$ cat src/rtl/dci_pkg.sv
package dci_pkg;
  typedef enum logic {
    CLS_OTHER = 1'b0,
    CLS_FP    = 1'b1
  } cls_e;

  localparam int unsigned NUM_WORDS = 2;
endpackage

$ cat src/rtl/dci_hazard.sv
module dci_hazard #(
  parameter int unsigned NU = 2
) (
  input  logic [NU-1:0] need_i,
  input  logic [NU-1:0] busy_i,
  output logic          blocked_o
);
  assign blocked_o = |(need_i & busy_i);
endmodule

$ cat src/rtl/dci_window.sv
module dci_window #(
  parameter int unsigned NU = 2
) (
  input  logic                 hold_vld_i,
  input  dci_pkg::cls_e        hold_cls_i,
  input  logic [NU-1:0]        hold_need_i,
  input  logic                 fetch_vld_i,
  input  logic                 fetch_odd_i,
  input  logic [1:0]           fetch_cls_i,
  input  logic [2*NU-1:0]      fetch_need_i,
  output logic                 old_vld_o,
  output dci_pkg::cls_e        old_cls_o,
  output logic [NU-1:0]        old_need_o,
  output logic                 yng_vld_o,
  output dci_pkg::cls_e        yng_cls_o,
  output logic [NU-1:0]        yng_need_o
);
  import dci_pkg::*;

  always_comb begin
    yng_cls_o  = cls_e'(fetch_cls_i[1]);
    yng_need_o = fetch_need_i[NU +: NU];
    if (hold_vld_i) begin
      // held younger word goes first, alone
      old_vld_o  = 1'b1;
      old_cls_o  = hold_cls_i;
      old_need_o = hold_need_i;
      yng_vld_o  = 1'b0;
    end else if (fetch_odd_i) begin
      old_vld_o  = fetch_vld_i;
      old_cls_o  = cls_e'(fetch_cls_i[1]);
      old_need_o = fetch_need_i[NU +: NU];
      yng_vld_o  = 1'b0;
    end else begin
      old_vld_o  = fetch_vld_i;
      old_cls_o  = cls_e'(fetch_cls_i[0]);
      old_need_o = fetch_need_i[0 +: NU];
      yng_vld_o  = fetch_vld_i;
    end
  end
endmodule

$ cat src/rtl/dci_issue_unit.sv
module dci_issue_unit #(
  parameter int unsigned NU = 2
) (
  input  logic            clk_i,
  input  logic            rst_ni,
  input  logic            fetch_vld_i,
  input  logic            fetch_odd_i,
  input  logic [1:0]      fetch_cls_i,
  input  logic [2*NU-1:0] fetch_need_i,
  input  logic [NU-1:0]   res_busy_i,
  output logic [1:0]      issue_o,
  output logic            slip_o,
  output logic            fetch_take_o,
  output logic            fp_go_o,
  output logic            int_go_o
);
  import dci_pkg::*;

  localparam int unsigned NW = NUM_WORDS;

  logic          hold_vld_q;
  cls_e          hold_cls_q;
  logic [NU-1:0] hold_need_q;

  logic          old_vld, yng_vld;
  cls_e          old_cls, yng_cls;
  logic [NU-1:0] slot_need [NW];
  logic [NW-1:0] slot_blk;
  logic          old_go, yng_go, load_hold;

  dci_window #(.NU(NU)) u_win (
    .hold_vld_i  (hold_vld_q),
    .hold_cls_i  (hold_cls_q),
    .hold_need_i (hold_need_q),
    .fetch_vld_i (fetch_vld_i),
    .fetch_odd_i (fetch_odd_i),
    .fetch_cls_i (fetch_cls_i),
    .fetch_need_i(fetch_need_i),
    .old_vld_o   (old_vld),
    .old_cls_o   (old_cls),
    .old_need_o  (slot_need[0]),
    .yng_vld_o   (yng_vld),
    .yng_cls_o   (yng_cls),
    .yng_need_o  (slot_need[1])
  );

  for (genvar s = 0; s < NW; s++) begin : g_haz
    dci_hazard #(.NU(NU)) u_haz (
      .need_i   (slot_need[s]),
      .busy_i   (res_busy_i),
      .blocked_o(slot_blk[s])
    );
  end

  assign old_go = old_vld & ~slot_blk[0];
  // younger only behind an issuing older of the other class
  assign yng_go = old_go & yng_vld & (yng_cls != old_cls) & ~slot_blk[1];
  assign load_hold = old_go & yng_vld & ~yng_go;

  assign issue_o      = {yng_go, old_go};
  assign slip_o       = old_vld & slot_blk[0];
  assign fetch_take_o = fetch_vld_i & ~hold_vld_q & old_go;
  assign fp_go_o      = (old_go & (old_cls == CLS_FP)) | (yng_go & (yng_cls == CLS_FP));
  assign int_go_o     = (old_go & (old_cls == CLS_OTHER)) | (yng_go & (yng_cls == CLS_OTHER));

  always_ff @(posedge clk_i or negedge rst_ni) begin
    if (!rst_ni) begin
      hold_vld_q  <= 1'b0;
      hold_cls_q  <= CLS_OTHER;
      hold_need_q <= '0;
    end else if (load_hold) begin
      hold_vld_q  <= 1'b1;
      hold_cls_q  <= yng_cls;
      hold_need_q <= slot_need[1];
    end else if (old_go) begin
      hold_vld_q  <= 1'b0;
    end
  end
endmodule

$ cat config.mk
export PLATFORM = sky130hd
export DESIGN_NAME = dci_issue_unit
export DESIGN_NICKNAME = d
export VERILOG_FILES = /design/src/rtl/dci_pkg.sv /design/src/rtl/dci_hazard.sv /design/src/rtl/dci_window.sv /design/src/rtl/dci_issue_unit.sv
export SDC_FILE = /design/constraint.sdc
export NUM_CORES = 1
export LEC_CHECK = 0
export BUFFER_PORTS_ARGS = -buffer_cell sky130_fd_sc_hd__buf_2
export CORE_MARGIN = 3
export CORE_UTILIZATION = 27
export CTS_BUF_LIST = sky130_fd_sc_hd__clkbuf_8
export DETAILED_ROUTE_END_ITERATION = 10
export GPL_ROUTABILITY_DRIVEN = 1
export HOLD_SLACK_MARGIN = 0.05
export MAX_ROUTING_LAYER = met4
export PLACE_DENSITY = 0.57
export SYNTH_ARGS = -nofsm -noshare
export SYNTH_HDL_FRONTEND = slang
export SYNTH_SLANG_ARGS = --single-unit
$ cat constraint.sdc
create_clock -name clk_i -period 3.4 [get_ports clk_i]
set_clock_uncertainty 0.05 [all_clocks]
set_input_delay 0 -clock clk_i [delete_from_list [all_inputs] [get_ports clk_i]]
set_output_delay 0 -clock clk_i [all_outputs]
set_load 0.005 [all_outputs]
## Yosys cells after proc, flatten, opt, wreduce, memory -nomap -nowiden

Cells that the tools add are included.
Widths: inputs -> output; s select.

| storage, ports and cells | value |
|---|---|
| register bits after elaboration | 4 |
| latch bits | 0 |
| memory bits (writable) | 0 |
| memory bits (read-only) | 0 |
| input port bits | 12 |
| output and inout port bits | 6 |
| word-level logic and storage cells | 38 |
| memories | 0 |

| cells by class | value |
|---|---|
| add/subtract/negate cells | 0 |
| multipliers | 0 |
| div/mod/pow operators | 0 |
| magnitude comparators | 0 |
| equality and inequality tests | 1 |
| shifts and indexed selects | 0 |
| multiplexer cells | 9 |
| bitwise operators | 22 |
| reductions and logical operators | 3 |

Operator list:

| kind | number |
|---|---|
| $and 1x1->1 | 12 |
| $mux 1 | 7 |
| $not 1->1 | 6 |
| $and 2x2->2 | 2 |
| $mux 2 | 2 |
| $reduce_or 2->1 | 2 |
| $or 1x1->1 | 2 |
| $reduce_bool 2->1 | 1 |
| $ne 1x1->1 | 1 |

## Depth between registers and ports, before layout

Gate-level depths: netlist of run 1.

| depth | value |
|---|---|
| word-level depth | 12 |
| mapped depth | 6 |
| gate-level depth less buffers | 4 |

## Modules after synthesis

From an unflattened synthesis of run 1, not the netlist that was laid out.

| unflattened totals | value |
|---|---|
| cell total of the unflattened synthesis | 44 |
| area, all modules | 367.9 um2 |

By module, submodules not included:

| module | instances | cells each | area each (um2) | seq. area each (um2) |
|---|---|---|---|---|
| dci_issue_unit | 1 | 28 | 257.7 | 100.1 |
| dci_window | 1 | 14 | 92.6 | 0.0 |
| dci_hazard | 2 | 1 | 8.8 | 0.0 |

## Worst setup path after synthesis of run 1

No wires, ideal clock.

| path | value |
|---|---|
| path type | flip-flop to flip-flop |
| start point | reg hold_vld_q |
| end point | reg hold_cls_q |
| setup time | 0.125 ns |
| arrival | 1.314 ns |
| data required time | 3.225 ns |
| path slack | 1.911 ns |
| stages on the path, launching flop included | 6 |
| buffers on the path | 1 |
| clock period less this slack | 1.489 ns |
| cells stage by stage | dfrtp_1 > buf_4 > nor3b_2 > a21boi_2 > o211ai_4 > mux2_4 |

| between the ends | value |
|---|---|
| cells in the longest elaborated chain, start to end | 10 |
| elaborated cells between the ends (all ways) | 14 |
| those cells by class | eq/ne: 1; mux: 4; bitwise: 8; reduce/logical: 1 |

RTL lines:

| element | RTL line | source |
|---|---|---|
| start: declaration | dci_issue_unit.sv:21 | `logic hold_vld_q;` |
| start signal: assignment | dci_issue_unit.sv:68 | `hold_vld_q <= 1'b0;` |
| start signal: assignment | dci_issue_unit.sv:72 | `hold_vld_q <= 1'b1;` |
| start signal: assignment | dci_issue_unit.sv:76 | `hold_vld_q <= 1'b0;` |
| $mux 2 | dci_window.sv:23 | `if (hold_vld_i) begin` |
| $and 2x2->2 | dci_hazard.sv:8 | `assign blocked_o = \|(need_i & busy_i);` |
| $reduce_or 2->1 | dci_hazard.sv:8 |  |
| $not 1->1 | dci_issue_unit.sv:55 | `assign old_go = old_vld & ~slot_blk[0];` |
| $and 1x1->1 | dci_issue_unit.sv:55 |  |
| $and 1x1->1 | dci_issue_unit.sv:57, dci_issue_unit.sv:58 |  |
| $and 1x1->1 (2 in a row) | dci_issue_unit.sv:57 | `assign yng_go = old_go & yng_vld & (yng_cls != old_cls) & ~slot_blk[1];` |
| $not 1->1 | dci_issue_unit.sv:58 | `assign load_hold = old_go & yng_vld & ~yng_go;` |
| $and 1x1->1 * | dci_issue_unit.sv:58 |  |
| end signal: assignment | dci_issue_unit.sv:73 | `hold_cls_q <= yng_cls;` |
| end: declaration | dci_issue_unit.sv:22 | `cls_e hold_cls_q;` |

Mark *: on every way between the ends. The rest lies on a longest branch, timed or not.
A chain may end at the register's enable or synchronous reset.

## Worst setup path after layout of run 1

| path | value |
|---|---|
| start point | reg hold_vld_q |
| end point | out slip_o |

| between the ends | value |
|---|---|
| cells in the longest elaborated chain, start to end | 4 |
| elaborated cells between the ends (all ways) | 5 |
| those cells by class | mux: 2; bitwise: 2; reduce/logical: 1 |

RTL lines:

| element | RTL line | source |
|---|---|---|
| $mux 2 | dci_window.sv:23 |  |
| $and 2x2->2 | dci_hazard.sv:8 |  |
| $reduce_or 2->1 | dci_hazard.sv:8 |  |
| $and 1x1->1 * | dci_issue_unit.sv:61 | `assign slip_o = old_vld & slot_blk[0];` |
| end: declaration | dci_issue_unit.sv:12 | `output logic slip_o,` |

Marks and branches as above.

==> impl_metrics.json, run 1 <==
{
  "status": "complete, no violations",
  "cts-hold-fix-buffers": 4,
  "clk_pin_slew_worst_paths_ns": 0.03,
  "async_flop_share_pct": 100,
  "tritoncts": "done",
  "fin_area_um2": 557,
  "first_iter_violations": 2,
  "path_max_fanout": 8,
  "dpl_cell_area_um2": 475,
  "power_density_mw_per_mm2": 496,
  "portBuffers": 17,
  "path_class": "flop to output pin",
  "final_common_cell": "buf_2",
  "grt_usage_pct": 11.6,
  "seq_area_um2": 100,
  "ant_nets": 0,
  "initial_core_util_pct": 29.5,
  "netlist_instances": 38,
  "drv_cap": 0,
  "antenna_cells": 0,
  "crit_family": "compound AO/OA/AOI/OAI gates",
  "grt_start_max_net_pins": 9,
  "rsz0062_at_grt": "false",
  "cts_max_level": 1,
  "area_growth_pct": 41.3,
  "startpoint_type": "flop",
  "ys_seq_elements": 4,
  "rows": 13,
  "die_w_um": 44.2,
  "cts_root_buf": "clkbuf_8",
  "dieArea_mm2": 0.00195,
  "fin_hold_ws_ns": 0.0766,
  "clkLatencyLatePin_ns": 0.22,
  "synth_flop_cell": "dfrtp_1",
  "post-route-period-util_pct": 52.9,
  "vdd_drop_max_v": 0.000257,
  "ios": 18,
  "ys_types": 25,
  "cts_buffers": 3,
  "cp_num_buf_inv": 2,
  "wire_per_inst_um": 12.1,
  "critical-path-max-stage-delay_ns": 0.48,
  "routabilityCongestion": 0.687,
  "pre_cts_ws_ns": 1.81,
  "power_w": 0.000276,
  "grt_pass1_wl_mm": 1.60,
  "dieHeight_um": 44.2,
  "num_vias": 373,
  "ys.warnings.count": 0,
  "min_period_ns": 1.80,
  "ys_seq_area_share_pct": 25.4,
  "fmax_mhz": 556,
  "cts_setup_buffers": 0,
  "hold_class": "input pin to asynchronous set/reset pin",
  "cp.arrival_ns": 1.75,
  "slew_viol_final": 0,
  "synth_area_per_cell_um2": 10.4,
  "avgViaCountPerCell": 5.04,
  "syn_nets": 50,
  "drc": 0,
  "leakagePower_nw": 0.267,
  "nFillCells": 141,
  "cts_resized": 0,
  "hpwl_um": 722,
  "end_kind": "output pin",
  "core_mm2": 0.00133,
  "slew_headroom_pct": 70.9,
  "first_pass_iters": 4,
  "worst_ep_required_time_ns": 3.35,
  "crit_path_cell_trace": "inv_1 > o21ai_1 > o21ai_1 > a21boi_0 > buf_2",
  "grt_pass1_vias": 375,
  "multiInputGateArea_um2": 264,
  "crit_slowest_cell": "dfrtp_1",
  "hold_violations": 0,
  "tightest_slew_ns": 0.433,
  "grt-ovfl-total": 0,
  "cts_sinks": 4,
  "cpMostUsedCell": "o21ai_1",
  "drive_gt1_share_pct": 50.8,
  "setup_viol": 0,
  "synth_edf_count": 0,
  "setup_tns_ns": 0,
  "setup_ws_ns": 1.60,
  "syn_area_um2": 394,
  "clock_path_buffers": 2,
  "routed_wl_um": 899,
  "final_nets": 73,
  "layout_common_cells": "buf_2 (17), mux2_4 (4), dlygate4sd3_1 (4), dfrtp_1 (4), clkbuf_8 (3)",
  "antenna_found_initial": 0
}
worst paths after layout:
kind | start | to | slack (ns) | cells past startpoint
max in group asynchronous | rst_ni | hold_vld_q$_DFFE_PN0P_ | 3.10 | 2
min in group clk_i | res_busy_i[1] | hold_need_q[0]$_DFFE_PN0P_ | 0.25 | 4
min | rst_ni | hold_need_q[0]$_DFFE_PN0P_ | 0.08 | 2
max | hold_vld_q$_DFFE_PN0P_ | slip_o | 1.60 | 5
max reg2reg | hold_vld_q$_DFFE_PN0P_ | hold_need_q[1]$_DFFE_PN0P_ | 1.81 | 4
min reg2reg | hold_need_q[1]$_DFFE_PN0P_ | hold_need_q[1]$_DFFE_PN0P_ | 0.46 | 1
sequential cells by signal, indices dropped and copies added (netlist names):
name,cells
hold_cls_q,1
hold_need_q,2
hold_vld_q,1
metrics by stage:
stage          instances  utilization [%]
6_report              74             41.7
5_1_grt               74             41.7
4_1_cts               74             41.7
3_5_place_dp          67             35.6
3_3_place_gp          67             35.6
2_1_floorplan         38                -
kinds of logic (layout without fill, tap and decap cells):
kind of cell    Yosys count  after routing  synth area share (%)
compound gates           13             13                  32.1
xor+xnor                  1              1                  2.22
buf+inv                   5             26                  7.62
flops                     4              4                  25.4
mux                       5              5                  18.1
simple gates             10             10                  14.6
per-layer routing:
metal,routed length (µm),global-route usage (%),up-vias,share of wire [%]
li1,-,-,185,-
met1,410,13.8,173,46
met2,425,17.4,15,47
met3,63,5.28,0,7.0
met4,0,3.61,0,0
met5,0,-,-,0
synth_stat cells, drive strengths merged (2+ instances only):
| master | instances | area share [%] |
|---|---|---|
| nor2 | 2 | 1.9 |
| nand3 | 2 | 2.5 |
| inv | 2 | 1.9 |
| o211ai | 2 | 11 |
| buf | 3 | 5.7 |
| dfrtp | 4 | 25 |
| a21boi | 2 | 4.8 |
| mux2 | 5 | 18 |
| o21ai | 3 | 3.8 |
final cells by class:
class | instances | share of cell area (%)
clock buffers | 3 | 7.42
inverters | 2 | 1.35
multi-input cells | 29 | 47.4
flip-flops and latches | 4 | 18.0
well taps | 15 | 3.37
repair buffers | 21 | 22.5
power by group:
part,total [W],internal [W],switching (W)
registers,0.0000800,0.0000653,0.0000147
clock network,0.000101,0.0000755,0.0000250
logic,0.0000958,0.0000552,0.0000406
Power figures use the tool's default switching activity.
==> inputs of run 2 (changes only) <==
- clock period: 3.4 -> 1.86 ns (I/O delays scaled with it)
==> run 2 against run 1 <==
Count of clock-buffer cells in the layout unchanged. Wire length grew 5.7%. Critical path depth rose by 2. Clock power is 78% higher. Sequential cell count unchanged. Utilization rose by 0.38 points. Sequential share of layout area rose by 0.063 points. Power rose by 84%. Die area unchanged. Global-route usage about the same. Worst setup slack worse by 1.4 ns. Via count down 5.1%. Largest power group unchanged.
==> impl_metrics.json, run 2 (synthesis gave the netlist of run 1 again) <==
{
  "status": "complete, no violations",
  "rows": 13,
  "startpoint_type": "input pin",
  "slew_viol_final": 0,
  "post-route-period-util_pct": 88.2,
  "dieHeight_um": 44.2,
  "final_common_cell": "buf_2",
  "r2r-end": "hold_cls_q$_DFFE_PN0P_",
  "vdd_drop_max_v": 0.000468,
  "hold_violations": 0,
  "cts_setup_buffers": 0,
  "die_w_um": 44.2,
  "drc": 0,
  "power_density_mw_per_mm2": 903,
  "path_max_fanout": 7,
  "first_pass_iters": 4,
  "drv_cap": 0,
  "cts_max_level": 1,
  "hold_class": "input pin to asynchronous set/reset pin",
  "slew_headroom_pct": 76.7,
  "dieArea_mm2": 0.00195,
  "min_period_ns": 1.64,
  "cts_sinks": 4,
  "setup_tns_ns": 0,
  "cp.arrival_ns": 1.59,
  "largest_reg_flops": 2,
  "grt_pass1_wl_mm": 1.59,
  "fmax_mhz": 609,
  "largest-register": "hold_need_q",
  "drive_gt1_share_pct": 54.2,
  "cts_buffers": 3,
  "grt-ovfl-total": 0,
  "clock_path_buffers": 2,
  "grt.met2_usage_pct": 18.6,
  "final_nets": 73,
  "core_mm2": 0.00133,
  "antenna_cells": 0,
  "power_w": 0.000508,
  "r2r_cells": 4,
  "nFillCells": 139,
  "clkLatencyLatePin_ns": 0.21,
  "tightest_slew_ns": 0.348,
  "grt_pass1_vias": 373,
  "cts_root_buf": "clkbuf_8",
  "setup_viol": 0,
  "antenna_found_initial": 0,
  "path_class": "input pin to output pin",
  "rsz0062_at_grt": "false",
  "avgViaCountPerCell": 4.78,
  "gr-usage-met3_pct": 4.88,
  "routed_wl_um": 950,
  "use_met1_pct": 13.0,
  "first_iter_violations": 3,
  "largestRegisters": "hold_need_q: 2 flops, hold_cls_q: 1 flops, hold_vld_q: 1 flops",
  "ff2ff_setup_slack_ns": 0.30,
  "grt-busiest-layer": "met2",
  "routabilityCongestion": 0.687,
  "ant_nets": 0,
  "tritoncts": "done",
  "ios": 18,
  "layout_common_cells": "buf_2 (17), mux2_4 (4), dlygate4sd3_1 (4), clkbuf_8 (3), dfrtp_1 (3)",
  "hpwl_um": 751,
  "grt_usage_pct": 11.6,
  "initial_core_util_pct": 29.5,
  "area_growth_pct": 42.5,
  "num_vias": 354,
  "wire_per_inst_um": 12.8,
  "leakagePower_nw": 0.267,
  "grt_start_max_net_pins": 9,
  "timing.rr.start": "hold_vld_q$_DFFE_PN0P_",
  "clk_pin_slew_worst_paths_ns": 0.03,
  "end_kind": "output pin",
  "portBuffers": 17,
  "worst_ep_required_time_ns": 1.81
}
## run 2: cell counts in the layout (fill, tap and decap cells not counted)
No cell type changed its count.
## run 2: worst max-delay path by stage
stage	depth (start not counted)	startpoint	slack, ns	endpoint
after floorplan	5	hold_vld_q$_DFFE_PN0P_	0.37	hold_cls_q$_DFFE_PN0P_
after global placement	4	hold_vld_q$_DFFE_PN0P_	0.29	hold_need_q[0]$_DFFE_PN0P_
after detailed placement	4	hold_vld_q$_DFFE_PN0P_	0.28	hold_cls_q$_DFFE_PN0P_
after CTS	5	hold_vld_q$_DFFE_PN0P_	0.08	slip_o
after global routing	5	hold_vld_q$_DFFE_PN0P_	0.05	slip_o
final	7	fetch_need_i[3]	0.22	fetch_take_o
## run 2: report_power, final
part	leakage, nW	internal [W]	switching (W)	total, W
Sequential	0.0475	0.000120	0.0000285	0.000149
Combinational	0.198	0.000102	0.0000764	0.000178
Clock	0.0216	0.000138	0.0000425	0.000180
Total	0.267	0.000360	0.000147	0.000508
## run 2: repair_timing
item,CTS,global route
setup endpoints to repair,0,5
hold buffers,4,0
hold endpoints to repair,7,0
gates resized for setup,0,2
## run 2: layout make-up
type	instances	area (µm²)	share of cell area, %
multi-input combinational	29	268	47.7
timing repair buffer	21	125	22.3
sequential	4	101	18.0
clock buffer	3	41.3	7.35
tap	15	18.8	3.34
inverter	2	7.51	1.34
## run 2: through the flow
stage / worst slack [ns] / instances / utilization [%] / hold WS [ns] / cell area, µm²
final: 0.219 / 74 / 42.1 / 0.0755 / 562
after global routing: 0.0454 / 74 / 42.1 / 0.0875 / 562
after CTS: 0.0785 / 74 / 41.7 / 0.0752 / 557
after detailed placement: 0.276 / 67 / 35.6 / -0.236 / 475
after global placement: 0.289 / 67 / 35.6 / -0.238 / 475
after floorplan: 0.371 / 38 / - / -0.346 / 394
## run 2: per-layer routing
| layer | part of all wire, % | routed length (µm) |
|---|---|---|
| met5 | 0 | 0 |
| met4 | 0 | 0 |
| met3 | 6.5 | 62 |
| met2 | 47 | 449 |
| met1 | 46 | 438 |
## run 2: worst max-delay path, stage by stage
cell and delay, ns:
dlygate4sd3_1 0.53, buf_2 0.13, mux2_4 0.27, o211ai_4 0.21, o21ai_2 0.14, nor3_1 0.17, buf_2 0.14
==> inputs of run 3 (changes only) <==
- GPL_TIMING_DRIVEN: not set -> 0
==> run 3 against run 2 <==
Non-clock buffer count is 3 higher. Largest cell class unchanged. Critical endpoint is now issue_o[0]. Sequential share of layout area decreased by 0.87 points. Global-route usage shrank 1.0 points. Largest power group is now combinational logic. Count of clock-buffer cells in the layout stayed put. Highest routed layer is now met4.
==> impl_metrics.json, run 3 (synthesis gave the netlist of run 1 again) <==
{
  "status": "complete, no violations",
  "min_period_ns": 1.68,
  "first_iter_violations": 6,
  "rsz0062_at_grt": "false",
  "num_vias": 366,
  "first_pass_iters": 4,
  "hpwl_um": 645,
  "path_max_fanout": 7,
  "die_w_um": 44.2,
  "hold_class": "input pin to asynchronous set/reset pin",
  "cts_sinks": 4,
  "setup_viol": 0,
  "slew_headroom_pct": 77.8,
  "cts_setup_buffers": 0,
  "dp_cells": 70,
  "drv_cap": 0,
  "cts_buffers": 3,
  "ios": 18,
  "dieArea_mm2": 0.00195,
  "power_density_mw_per_mm2": 881,
  "antenna_cells": 0,
  "startpoint_type": "input pin",
  "fmax_mhz": 595,
  "grt_start_max_net_pins": 9,
  "antenna_found_initial": 0,
  "power_w": 0.000514,
  "grt.met2_usage_pct": 14.5,
  "worst_ep_required_time_ns": 1.81,
  "end_kind": "output pin",
  "cts_max_level": 1,
  "ant_nets": 0,
  "cp.arrival_ns": 1.63,
  "hold_violations": 0,
  "drive_gt1_share_pct": 54.8,
  "use_met1_pct": 13.5,
  "grt_usage_pct": 10.6,
  "layout_common_cells": "buf_2 (17), mux2_4 (4), dlygate4sd3_1 (4), dfrtp_1 (4)",
  "grt-busiest-layer": "met2",
  "largest-register": "hold_need_q",
  "setup_tns_ns": 0,
  "avgViaCountPerCell": 4.75,
  "clkLatencyLatePin_ns": 0.21,
  "leakagePower_nw": 0.284,
  "path_class": "input pin to output pin",
  "wire_per_inst_um": 10.8,
  "routabilityCongestion": 0.681,
  "final_core_util_pct": 43.7,
  "routed_wl_um": 833,
  "post-route-period-util_pct": 90.4,
  "grt_pass1_wl_mm": 1.44,
  "tritoncts": "done",
  "clock_path_buffers": 2,
  "rows": 13,
  "grt_pass1_vias": 347,
  "final_common_cell": "buf_2",
  "initial_core_util_pct": 29.5,
  "slew_viol_final": 0,
  "dieHeight_um": 44.2,
  "area_growth_pct": 47.9,
  "cts_root_buf": "clkbuf_8",
  "fin_cells": 77,
  "nFillCells": 143,
  "vdd_drop_max_v": 0.000267,
  "grt-ovfl-total": 0,
  "drc": 0,
  "tightest_slew_ns": 0.332,
  "final_nets": 76,
  "portBuffers": 17,
  "clk_pin_slew_worst_paths_ns": 0.03,
  "largestRegisters": "hold_need_q: 2 flops, hold_cls_q: 1 flops, hold_vld_q: 1 flops",
  "gr-usage-met3_pct": 1.22,
  "largest_reg_flops": 2,
  "core_mm2": 0.00133
}
[run 3: path summary, 6_finish.rpt]
path,start,to,slack [ns],cells past startpoint
min in group clk_i,res_busy_i[1],hold_vld_q$_DFFE_PN0P_,0.23,4
worst max-delay path,fetch_need_i[3],issue_o[0],0.18,8
max in group asynchronous,rst_ni,hold_need_q[0]$_DFFE_PN0P_,1.57,2
worst min-delay path,rst_ni,hold_need_q[1]$_DFFE_PN0P_,0.08,2
worst max register to register,hold_vld_q$_DFFE_PN0P_,hold_need_q[0]$_DFFE_PN0P_,0.31,5
worst min register to register,hold_cls_q$_DFFE_PN0P_,hold_cls_q$_DFFE_PN0P_,0.47,1
[run 3: where the power goes]
part / switching (W) / internal [W] / total [W]
logic: 0.0000854 / 0.000112 / 0.000198
clock network: 0.0000401 / 0.000138 / 0.000178
registers: 0.0000188 / 0.000120 / 0.000138
total: 0.000144 / 0.000369 / 0.000514
[run 3: layer usage]
layer	part of all wire [%]	up-vias	wire, µm
met4	1.1	0	9
li1	-	189	-
met2	49	12	409
met1	43	163	362
met5	0	-	0
met3	6.1	2	51
[run 3: cell type report]
cell class / count / area, µm² / area share (%)
clock buffer: 3 / 41.3 / 7.08
buffer: 3 / 22.5 / 3.86
timing repair buffer: 21 / 125 / 21.5
sequential: 4 / 100 / 17.2
multi-input combinational: 29 / 268 / 45.9
tap: 15 / 18.8 / 3.22
inverter: 2 / 7.51 / 1.29
[run 3: worst max-delay path, cell delays in order]
cell           delay [ns]
dlygate4sd3_1        0.53
buf_2                0.14
mux2_4               0.27
o211ai_4             0.20
o21ai_2              0.14
a21oi_1              0.15
buf_4                0.12
buf_2                0.09
[run 3: repair_timing]
action	4_1_cts	5_1_grt
resized for setup	0	2
hold buffers	4	0
endpoints found under the setup margin	0	5
endpoints found under the hold margin	7	0
[run 3: stage by stage]
step                hold WS, ns  cell area (µm²)  setup slack, ns
global placement         -0.244              498            0.263
global route             0.0972              583           0.0398
floorplan                -0.346              394            0.371
finish                   0.0781              583            0.178
detailed placement       -0.242              498            0.271
CTS                      0.0652              579           0.0338
